**config.mk**
```make
export PLATFORM = sky130hd
export DESIGN_NAME = aux_dma_engine
export DESIGN_NICKNAME = d
export VERILOG_FILES = /design/src/rtl/aux_dma_pkg.sv /design/src/rtl/aux_dma_regs.sv /design/src/rtl/aux_dma_pacer.sv /design/src/rtl/aux_dma_engine.sv
export SDC_FILE = /design/constraint.sdc
export NUM_CORES = 1
export LEC_CHECK = 0
export BUFFER_PORTS_ARGS = -buffer_cell sky130_fd_sc_hd__buf_4
export CAP_MARGIN = 0
export CORE_AREA = 4 4 426 428
export CTS_BUF_LIST = sky130_fd_sc_hd__clkbuf_8 sky130_fd_sc_hd__clkbuf_16
export DETAILED_ROUTE_END_ITERATION = 10
export DIE_AREA = 0 0 430 432
export GPL_ROUTABILITY_DRIVEN = 1
export SYNTH_ARGS = -nofsm -noshare
export SYNTH_HDL_FRONTEND = slang
export SYNTH_SLANG_ARGS = --single-unit
```
**constraint.sdc**
```tcl
create_clock -name clk -period 7.9 [get_ports clk]
set_input_delay 1.58 -clock clk [delete_from_list [all_inputs] [get_ports clk]]
set_output_delay 1.58 -clock clk [all_outputs]
set_load 0.02 [all_outputs]
```
**src/rtl/aux_dma_pkg.sv**
```systemverilog
package aux_dma_pkg;

  localparam int LINE_SHIFT = 5;
  localparam int AUX_LA_W   = 26;
  localparam int AUX_PA_W   = 24;

  typedef enum logic [1:0] {ST_IDLE, ST_RD, ST_WR, ST_WAIT} dma_state_e;

  typedef struct packed {
    logic                hit;
    logic [AUX_PA_W-1:0] phys;
  } aux_map_t;

  // Fold a logical auxiliary byte address into the 64 MB window and map it
  // to physical storage for the given capacity code.
  function automatic aux_map_t map_aux(input logic [AUX_LA_W-1:0] la,
                                       input logic [2:0] code);
    aux_map_t            r;
    logic [AUX_LA_W-1:0] m;
    logic [AUX_LA_W-1:0] p;
    logic [AUX_LA_W:0]   cap;
    m = la & 26'h3FF_FFE0;
    if (code[2]) cap = 27'h200_0000;
    else         cap = 27'h020_0000 << code[1:0];
    if (code[2])                p = ((m & 26'h380_0000) >> 1) | (m & 26'h03F_FFFF);
    else if (code[1:0] == 2'b11) p = m;
    else                        p = ((m & 26'h3FF_FE00) << 1) | (m & 26'h000_01FF);
    r.hit  = ({1'b0, m} < cap);
    r.phys = p[AUX_PA_W-1:0];
    return r;
  endfunction

  function automatic int unsigned burst_len(input int unsigned left,
                                            input int unsigned cap);
    return (left > cap) ? cap : left;
  endfunction

  function automatic int unsigned pace_ticks(input int unsigned lines,
                                             input int unsigned per_line);
    return lines * per_line;
  endfunction

endpackage

```
**src/rtl/aux_dma_regs.sv**
```systemverilog
module aux_dma_regs #(
  parameter  int MAIN_AW = 26,
  parameter  int CNT_W   = 24,
  localparam int ML_W    = MAIN_AW - 5,
  localparam int LL_W    = CNT_W - 5,
  localparam int AL_W    = 21
) (
  input  logic            clk,
  input  logic            rst_n,
  input  logic            ld_main,
  input  logic            ld_aux,
  input  logic            ld_cnt,
  input  logic [31:0]     wdata,
  input  logic            busy,
  input  logic            step,
  output logic [ML_W-1:0] cur_main,
  output logic [AL_W-1:0] cur_aux,
  output logic [LL_W-1:0] lines_left,
  output logic            dir
);

  always_ff @(posedge clk) begin
    if (!rst_n) begin
      cur_main   <= '0;
      cur_aux    <= '0;
      lines_left <= '0;
      dir        <= 1'b0;
    end else if (step) begin
      cur_main   <= cur_main + 1'b1;
      cur_aux    <= cur_aux + 1'b1;
      lines_left <= lines_left - 1'b1;
    end else begin
      if (ld_main) cur_main <= wdata[MAIN_AW-1:5];
      if (ld_aux)  cur_aux  <= wdata[25:5];
      if (ld_cnt) begin
        lines_left <= wdata[CNT_W-1:5];
        dir        <= wdata[31];
      end
    end
  end

  // every moved line takes one off the count and moves both pointers
  p_step_advance_r2: assert property (@(posedge clk) disable iff (!rst_n)
    step |=> (lines_left == $past(lines_left) - 1'b1) &&
             (cur_aux == $past(cur_aux) + 1'b1));

  // while a job runs only line steps may change the registers
  p_hold_busy_r12: assert property (@(posedge clk) disable iff (!rst_n)
    (busy && !step) |=> ($stable(cur_main) && $stable(cur_aux) && $stable(dir)));

endmodule

```
**src/rtl/aux_dma_pacer.sv**
```systemverilog
module aux_dma_pacer import aux_dma_pkg::*; #(
  parameter  int TICKS     = 246,
  parameter  int BURST_MAX = 16,
  parameter  int LL_W      = 19,
  localparam int BL_W      = $clog2(BURST_MAX + 1),
  localparam int TW        = $clog2(BURST_MAX * TICKS + 1)
) (
  input  logic            clk,
  input  logic            rst_n,
  input  logic            load,
  input  logic [LL_W-1:0] lines_in,
  input  logic            step,
  output logic [BL_W-1:0] burst_left,
  output logic            expired
);

  int unsigned   blen;
  logic [TW-1:0] timer;

  always_comb blen = burst_len(32'(lines_in), BURST_MAX);

  always_ff @(posedge clk) begin
    if (!rst_n) begin
      timer      <= '0;
      burst_left <= '0;
    end else if (load) begin
      burst_left <= BL_W'(blen);
      timer      <= TW'(pace_ticks(blen, TICKS) - 1);
    end else begin
      if (timer != '0) timer <= timer - 1'b1;
      if (step && burst_left != '0) burst_left <= burst_left - 1'b1;
    end
  end

  assign expired = (timer == '0);

  // a started burst holds between one and BURST_MAX lines and a running window
  p_burst_fill_r3: assert property (@(posedge clk) disable iff (!rst_n)
    load |=> (burst_left != '0) && (burst_left <= BL_W'(BURST_MAX)) && !expired);

endmodule

```
**src/rtl/aux_dma_engine.sv**
```systemverilog
module aux_dma_engine import aux_dma_pkg::*; #(
  parameter  int MAIN_AW        = 26,
  parameter  int CNT_W          = 24,
  parameter  int LINE_W         = 256,
  parameter  int TICKS_PER_LINE = 246,
  parameter  int BURST_MAX      = 16,
  localparam int ML_W           = MAIN_AW - LINE_SHIFT,
  localparam int LL_W           = CNT_W - LINE_SHIFT,
  localparam int AL_W           = AUX_LA_W - LINE_SHIFT,
  localparam int PL_W           = AUX_PA_W - LINE_SHIFT,
  localparam int BL_W           = $clog2(BURST_MAX + 1)
) (
  input  logic              clk,
  input  logic              rst_n,
  input  logic              reg_wr,
  input  logic [1:0]        reg_sel,
  input  logic [31:0]       reg_wdata,
  input  logic [2:0]        size_code,
  output logic              busy,
  output logic              irq,
  output logic              irq_status,
  output logic              mm_rd,
  output logic              mm_wr,
  output logic [ML_W-1:0]   mm_line,
  output logic [LINE_W-1:0] mm_wdata,
  input  logic [LINE_W-1:0] mm_rdata,
  output logic              ax_rd,
  output logic              ax_wr,
  output logic [PL_W-1:0]   ax_line,
  output logic [LINE_W-1:0] ax_wdata,
  input  logic [LINE_W-1:0] ax_rdata
);

  dma_state_e      state, nxt;
  logic            wr_ok, ld_main, ld_aux, ld_cnt, kick, zero_kick;
  logic            step, pace_load, expired, done_evt, dir;
  logic [LL_W-1:0] cnt_in, lines_left, pace_lines;
  logic [ML_W-1:0] cur_main;
  logic [AL_W-1:0] cur_aux;
  logic [BL_W-1:0] burst_left;
  aux_map_t        amap;

  assign busy      = (state != ST_IDLE);
  assign wr_ok     = reg_wr && !busy;
  assign ld_main   = wr_ok && (reg_sel == 2'd0);
  assign ld_aux    = wr_ok && (reg_sel == 2'd1);
  assign ld_cnt    = wr_ok && (reg_sel == 2'd2);
  assign cnt_in    = reg_wdata[CNT_W-1:LINE_SHIFT];
  assign kick      = ld_cnt && (cnt_in != '0);
  assign zero_kick = ld_cnt && (cnt_in == '0);
  assign step      = (state == ST_WR);
  assign done_evt  = (state == ST_WAIT) && expired && (lines_left == '0);
  assign pace_load = kick || ((state == ST_WAIT) && expired && (lines_left != '0));
  assign pace_lines = (state == ST_IDLE) ? cnt_in : lines_left;

  aux_dma_regs #(.MAIN_AW(MAIN_AW), .CNT_W(CNT_W)) u_regs (
    .clk(clk), .rst_n(rst_n), .ld_main(ld_main), .ld_aux(ld_aux), .ld_cnt(ld_cnt),
    .wdata(reg_wdata), .busy(busy), .step(step), .cur_main(cur_main),
    .cur_aux(cur_aux), .lines_left(lines_left), .dir(dir)
  );

  aux_dma_pacer #(.TICKS(TICKS_PER_LINE), .BURST_MAX(BURST_MAX), .LL_W(LL_W)) u_pacer (
    .clk(clk), .rst_n(rst_n), .load(pace_load), .lines_in(pace_lines),
    .step(step), .burst_left(burst_left), .expired(expired)
  );

  always_comb amap = map_aux({cur_aux, {LINE_SHIFT{1'b0}}}, size_code);

  always_comb begin
    nxt = state;
    case (state)
      ST_IDLE: if (kick) nxt = ST_RD;
      ST_RD:   nxt = ST_WR;
      ST_WR:   nxt = (burst_left == BL_W'(1)) ? ST_WAIT : ST_RD;
      ST_WAIT: if (expired) nxt = (lines_left != '0) ? ST_RD : ST_IDLE;
      default: nxt = ST_IDLE;
    endcase
  end

  always_ff @(posedge clk) begin
    if (!rst_n) begin
      state      <= ST_IDLE;
      irq        <= 1'b0;
      irq_status <= 1'b0;
    end else begin
      state <= nxt;
      irq   <= done_evt || zero_kick;
      if (done_evt || zero_kick)
        irq_status <= 1'b1;
      else if (reg_wr && reg_sel == 2'd3 && reg_wdata[0])
        irq_status <= 1'b0;
    end
  end

  assign mm_rd    = (state == ST_RD) && !dir;
  assign ax_rd    = (state == ST_RD) && dir && amap.hit;
  assign ax_wr    = (state == ST_WR) && !dir && amap.hit;
  assign mm_wr    = (state == ST_WR) && dir;
  assign mm_line  = cur_main;
  assign ax_line  = amap.phys[AUX_PA_W-1:LINE_SHIFT];
  assign ax_wdata = mm_rdata;
  assign mm_wdata = amap.hit ? ax_rdata : '0;

  // at most one memory strobe per cycle
  p_one_strobe_r4: assert property (@(posedge clk) disable iff (!rst_n)
    $onehot0({mm_rd, mm_wr, ax_rd, ax_wr}));

  // no memory traffic while idle
  p_quiet_idle_r13: assert property (@(posedge clk) disable iff (!rst_n)
    !busy |-> !(mm_rd || mm_wr || ax_rd || ax_wr));

  // an accepted nonzero count starts a job
  p_start_busy_r1: assert property (@(posedge clk) disable iff (!rst_n)
    (reg_wr && reg_sel == 2'd2 && !busy && reg_wdata[CNT_W-1:LINE_SHIFT] != '0) |=> busy);

  // the pacing window never closes before the burst reaches its wait
  p_wait_at_expiry_r3: assert property (@(posedge clk) disable iff (!rst_n)
    (busy && expired) |-> (state == ST_WAIT));

  // the completion pulse only appears when idle, with the sticky bit set
  p_irq_idle_r10: assert property (@(posedge clk) disable iff (!rst_n)
    irq |-> (!busy && irq_status));

endmodule

```
# [Word-level counts from Yosys, hierarchy flattened]
# Cells that the tools add are included.
[op_classes] n_addsub=6 n_mul=1 n_div=0 n_lt_le_gt_ge=2 eq_ne=10 shift=1 mux=23 bitwise=3 reduce_logical=40
[op_table] op="2-to-1 mux 256 bit" n=1
[op_table] op="2-to-1 mux 21 bit" n=4
[op_table] op="2-to-1 mux 19 bit" n=4
[op_table] op="2-to-1 mux 24 bit" n=2
[op_table] op="adder 21 x 1 -> 21 bit (second input constant)" n=2
[op_table] op="logical NOT 19 bit" n=2
[op_table] op="nonzero test 19 bit" n=2
[op_table] op="multiplier 32 x 7 -> 11 bit (second input constant)" n=1
[op_table] op="less-than comparator 26 x 27 -> 1 bit" n=1
[op_table] op="2-to-1 mux 27 bit" n=1
[op_table] op="<< shifter 22 x 2 -> 27 bit (first input constant)" n=1
[op_table] op="2-to-1 mux 12 bit" n=2
[op_table] op="OR 24 x 22 -> 24 bit" n=1
[op_table] op="OR 24 x 9 -> 24 bit" n=1
[op_table] op="subtractor 12 x 1 -> 12 bit (second input constant)" n=2
[op_table] op="> comparator 19 x 5 -> 1 bit (second input constant)" n=1
[op_table] op="subtractor 19 x 1 -> 19 bit (second input constant)" n=1
[op_table] op="logical AND 1 bit" n=18
[op_table] op="nonzero test 2 bit" n=7
[op_table] op="logical NOT 12 bit" n=1
[op_table] op="nonzero test 12 bit" n=1
[op_table] op="== test 2 bit (second input constant)" n=5
[op_table] op="2-to-1 mux 5 bit" n=2
[op_table] op="case mux 2 bit (4 select lines)" n=1
[op_table] op="other kinds (12)" n=22
[word_totals] register_bits=83 latchBits=0 ramBits=0 mem_bits_ro=0 wordCells=95 memories=0

# [Longest topological paths before layout]
[logic_depth] ltp_word=7 depth_mapped=23 ltp_nobuf=21

# [Cells and area by module]
# From an unflattened synthesis, not the netlist that was laid out.
[unflattened] cells_unflattened=1369 area_unflattened_um2=11378.4
[modules_own_cells] mod="aux_dma_engine" n_inst=1 cells_each=650 area_each_um2=5520.3 seq_area_each_um2=80.1
[modules_own_cells] mod="aux_dma_regs" n_inst=1 cells_each=458 area_each_um2=3638.5 seq_area_each_um2=1241.2
[modules_own_cells] mod="aux_dma_pacer" n_inst=1 cells_each=261 area_each_um2=2219.6 seq_area_each_um2=340.3

# [Worst setup path after synthesis]
# OpenSTA, ideal clock, no wires.
[synth_timing] path_kind="input -> register" start="in reg_wdata[8]" end="reg u_pacer.timer[11]" setup_ps=115 arrival_time_ps=6674 t_required_ps=7785 path_slack_ps=1111 path_stages=20 n_path_buf=0 path_cell_list="or4_4 -> a21o_1 -> o22a_1 -> or2_2 -> inv_1 -> fa_1 -> xor2_1 -> ha_1 -> fa_1 -> inv_1 -> fa_1 -> inv_1 -> ha_1 -> nand2_1 -> a21o_1 -> a21bo_2 -> a211o_1 -> nor4_1 -> xnor3_1 -> o21a_1"
[synth_between] elab_chain_len=6 elab_cells_between_ends=10
[synth_rtl] item="start, declared" line_no="aux_dma_engine.sv:17" source="input logic [31:0] reg_wdata,"
[synth_rtl] item="2-to-1 mux 19 bit" line_no="aux_dma_engine.sv:54" source="assign pace_lines = (state == ST_IDLE) ? cnt_in : lines_left;"
[synth_rtl] item="> comparator 19 x 5 -> 1 bit" line_no="aux_dma_pkg.sv:35" source="return (left > cap) ? cap : left;"
[synth_rtl] item="2-to-1 mux 19 bit" line_no="aux_dma_pkg.sv:35"
[synth_rtl] item="multiplier 32 x 7 -> 11 bit" line_no="aux_dma_pkg.sv:40" source="return lines * per_line;"
[synth_rtl] item="subtractor 12 x 1 -> 12 bit" line_no="aux_dma_pacer.sv:28" source="timer <= TW'(pace_ticks(blen, TICKS) - 1);"
[synth_rtl] item="2-to-1 mux 12 bit" line_no="aux_dma_pacer.sv:26" source="end else if (load) begin"
[synth_rtl] item="end signal, assigned" line_no="aux_dma_pacer.sv:28"
[synth_rtl] item="end signal, assigned" line_no="aux_dma_pacer.sv:30" source="if (timer != '0) timer <= timer - 1'b1;"
[synth_rtl] item="end, declared" line_no="aux_dma_pacer.sv:18" source="logic [TW-1:0] timer;"
# Several ways; a longest one is shown, not always the timed one.
# A chain may end at the register's enable or synchronous reset.

# [Worst setup path in the final report]
# Same ends and word-level chain as after synthesis.

==> flow_metrics.py <==
metrics = {
    "sta": {
        "finalClockSkew_ns": 0.005978,
        "finalSetupViolCount": 0,
        "worstMarginPinSlew_ns": 1.102,
        "hold-worst-slack_ns": 0.4902,
        "minimum_clock_period_after_layout_ns": 6.982,
        "timing_hold_violations_final": 0,
        "timing.final.ws_setup_ns": 0.9180,
        "max_slew_headroom_pct": 26.56,
        "timing.final.crit_share_pct": 88.38,
        "final.setup.tns_ns": 0,
        "rsz_0062_raised_after_global_routing": "no",
        "fmaxAchievable_ghz": 0.1432,
        "maxSlewViolCount": 0,
    },
    "cts": {
        "numCtsBuffers": 9,
        "cts_resized": 0,
        "postCtsSetupBuffers": 0,
        "clock_latency_ns": 0.35,
        "h_tree_lvl_count": 3,
        "cts_sinks": 83,
        "clk_pin_slew_ns": 0.07,
        "clock_path_buffers": 2,
        "cts-hold-fix-buffers": 0,
        "clock-root-buffer": "sky130_fd_sc_hd__clkbuf_16",
        "tritoncts": "done",
    },
    "cells_and_area": {
        "post_layout_utilization_of_the_core_pct": 8.771,
        "num-nets-final": 2241,
        "area_delta_synth_final_pct": 57.47,
        "layout.cells.most_common": "sky130_fd_sc_hd__buf_4",
        "mostFrequentLayoutCells": "600 x sky130_fd_sc_hd__buf_4, 260 x sky130_fd_sc_hd__and2_1, 83 x sky130_fd_sc_hd__dfxtp_1, 81 x sky130_fd_sc_hd__nand2_1, 73 x sky130_fd_sc_hd__nor2_1",
        "layout_cell_share_with_drive_strength_beyond_1_pct": 40.13,
    },
    "route": {
        "detail_route.drc_violations": 0,
        "totalWireLength_mm": 142.0,
        "antenna_violating_nets_left": 0,
        "via_per_inst": 2.866,
        "wire_per_inst_um": 35.16,
        "drt-initial-drc-count": 845,
        "routed-via-count": 11580,
        "drt_pass_1_iters": 5,
    },
    "global_routing": {
        "antenna_found_initial": 190,
        "first_global_vias": 10850,
        "global_route.overflow_total": 0,
        "first_pass_grt_wire_length_mm": 163.7,
        "grt_use_total_pct": 14.56,
        "grt_max_degree": 106,
    },
    "synth": {
        "yosys_warnings": 0,
        "post_synthesis_share_of_cell_area_spent_on_and_or_nand_and_nor_gates_pct": 31.60,
        "synthArstFlopShare_pct": 0,
        "synth_compound_gate_area_share_pct": 13.92,
        "post_synth_fa_ha_maj_area_fraction_pct": 8.564,
        "synth_area_per_cell_um2": 7.426,
        "synth-edff-count": 0,
        "synth.cell_area_um2": 9906,
        "yosys_register_bits": 83,
        "synth-xor-area-share_pct": 2.526,
        "synth-seq-area-share_pct": 16.77,
        "post_synth_inst_count": 1334,
        "ys_types": 74,
        "muxShareOfSynthArea_pct": 2.286,
        "synth_flop_cell": "sky130_fd_sc_hd__dfxtp_1",
        "synth_top_family_by_area": "simple AND/OR/NAND/NOR gates",
    },
    "floorplan": {
        "floorplan.die_area_um2": 185800,
        "io_pins": 1111,
        "num_rows": 155,
        "initial_core_util_pct": 5.570,
        "dieHeight_um": 432,
        "fp.coreArea_um2": 177800,
        "floorplan.die.width_um": 430,
    },
    "placed_design": {
        "detailed_place_hpwl_mm": 132.7,
        "final_estimated_routing_congestion_in_global_placement": 0.9335,
        "port_buffers": 589,
        "place_worst_setup_slack_ns": 0.5377,
    },
    "setup_path": {
        "cp_data_arrival_time_ns": 7.23,
        "worstPathBufferInverterCount": 4,
        "worstPathMaxFanout": 5,
        "crit_family": "adder cells",
        "crit_type": "primary input to flop",
        "chain_of_cells_forming_the_critical_path": "buf_4 -> or4_4 -> a21o_1 -> o22a_1 -> or2_2 -> inv_1 -> fa_1 -> xor2_1 -> ha_1 -> fa_1 -> inv_1 -> fa_1 -> inv_1 -> ha_1 -> o21ai_0 -> nor2_1 -> nor2_1 -> or3_1 -> nor4_1 -> xnor3_1 -> o21a_1",
        "worst_setup_path_start_kind": "primary input",
        "cp_slowest_stage_delay_ns": 0.55,
        "cp_slowest_cell": "sky130_fd_sc_hd__or4_4",
        "required_ns": 8.15,
        "crit_path_end_kind": "flop",
    },
    "hold_path": {
        "timing.hold.worst.class": "flop to flop",
    },
    "pwr": {
        "p_leak_nw": 6.160,
        "ir_worst_vdd_uv": 101.2,
        "total_power_mw": 2.720,
        "pwr_density_cell_nw_per_um2": 174.4,
    },
    "run": {
        "max_cap_violations": 0,
    },
    "outcome": {
        "outcome": "complete, no violations",
    },
}
[metrics by stage]
step / instance area [um2] / std cells
after floorplan: 9943 / 1344
after global placement: 15200 / 3976
after detailed placement: 15200 / 3976
after CTS: 15480 / 3992
after global routing: 15520 / 4010
final: 15600 / 4040
[worst reg2reg max path: cells and delay by family (launching register included)]
kind / cells / cell delay (ns)
adder cells (fa/ha/maj): 5 / 2.15
AO/OA/AOI/OAI: 4 / 0.75
AND/OR/NAND/NOR: 6 / 2.05
buffers and inverters: 4 / 0.59
XOR/XNOR: 2 / 0.43
flip-flops: 1 / 0.40
[metal layers]
metal  GRT usage [%]  share of wire [%]  vias to the layer above
met5               0               0.17                        -
met4           7.266                6.0                       36
met3           9.080                 13                      409
met2           27.37                 53                      864
met1           11.60                 28                     5393
li1                -                  -                     4875
[cells by family after synthesis]
| group | after synthesis |
|---|---|
| compound gates | 213 |
| xor+xnor | 27 |
| fa+ha+maj | 57 |
| buf+inv | 369 |
| flops | 83 |
| mux | 21 |
| other cells | 2 |
| simple gates | 562 |
[synth_stat cells, drive strengths merged, types with 5 or more instances]
library cell,count,area (um2)
a21oi,65,329.1
clkbuf,54,207.7
a21o,9,75.07
o21ai,47,235.2
o211ai,9,67.56
nand2,81,304.0
nand4,17,106.4
and3,9,61.31
nand3,23,115.1
xnor2,17,148.9
nor4,17,121.4
ha,39,488.0
and2,260,1627
or3,10,65.06
a211oi,20,160.2
nor3b,6,45.04
dfxtp,83,1662
a311oi,10,87.58
or2,7,46.30
nor3,35,175.2
or4,7,61.31
mux2,13,146.4
xor2,9,78.83
fa,18,360.4
a31oi,12,75.07
mux2i,8,80.08
inv,45,168.9
o21a,5,37.54
buf,270,2026
nor2,73,274.0
[path summary, 6_finish.rpt]
path         cells past startpoint  slack, ns                  start               endpoint
min reg2reg                      1       0.49  u_regs.lines_left[18]  u_regs.lines_left[18]
max reg2reg                     21       1.44               state[1]      u_pacer.timer[11]
min                              1       0.49  u_regs.lines_left[18]  u_regs.lines_left[18]
max                             21       0.92           reg_wdata[8]      u_pacer.timer[11]
[state kept, by name (all words and copies together), names as in the netlist]
name and cells:
u_regs.dir 1, irq_status 1, u_regs.cur_aux 21, u_regs.lines_left 19, u_pacer.burst_left 5, state 2, irq 1, u_regs.cur_main 21
u_pacer.timer 12
[report_power, final]
part,internal (mW),switching [mW]
sequential,0.467,0.0552
combinational,0.639,1.15
clock,0.221,0.183
total,1.33,1.39
[area by class of cell]
class                           count  area (um2)
Clock buffer                       10       239.0
Sequential cell                    83        1662
Fill cell                       20800      162200
Antenna cell                       48       120.1
Inverter                           45       168.9
Clock inverter                      6       41.29
Multi-Input combinational cell    892        5897
Tap cell                         2355        2947
Timing Repair Buffer              601        4524
(Power assumes the default switching activity.)
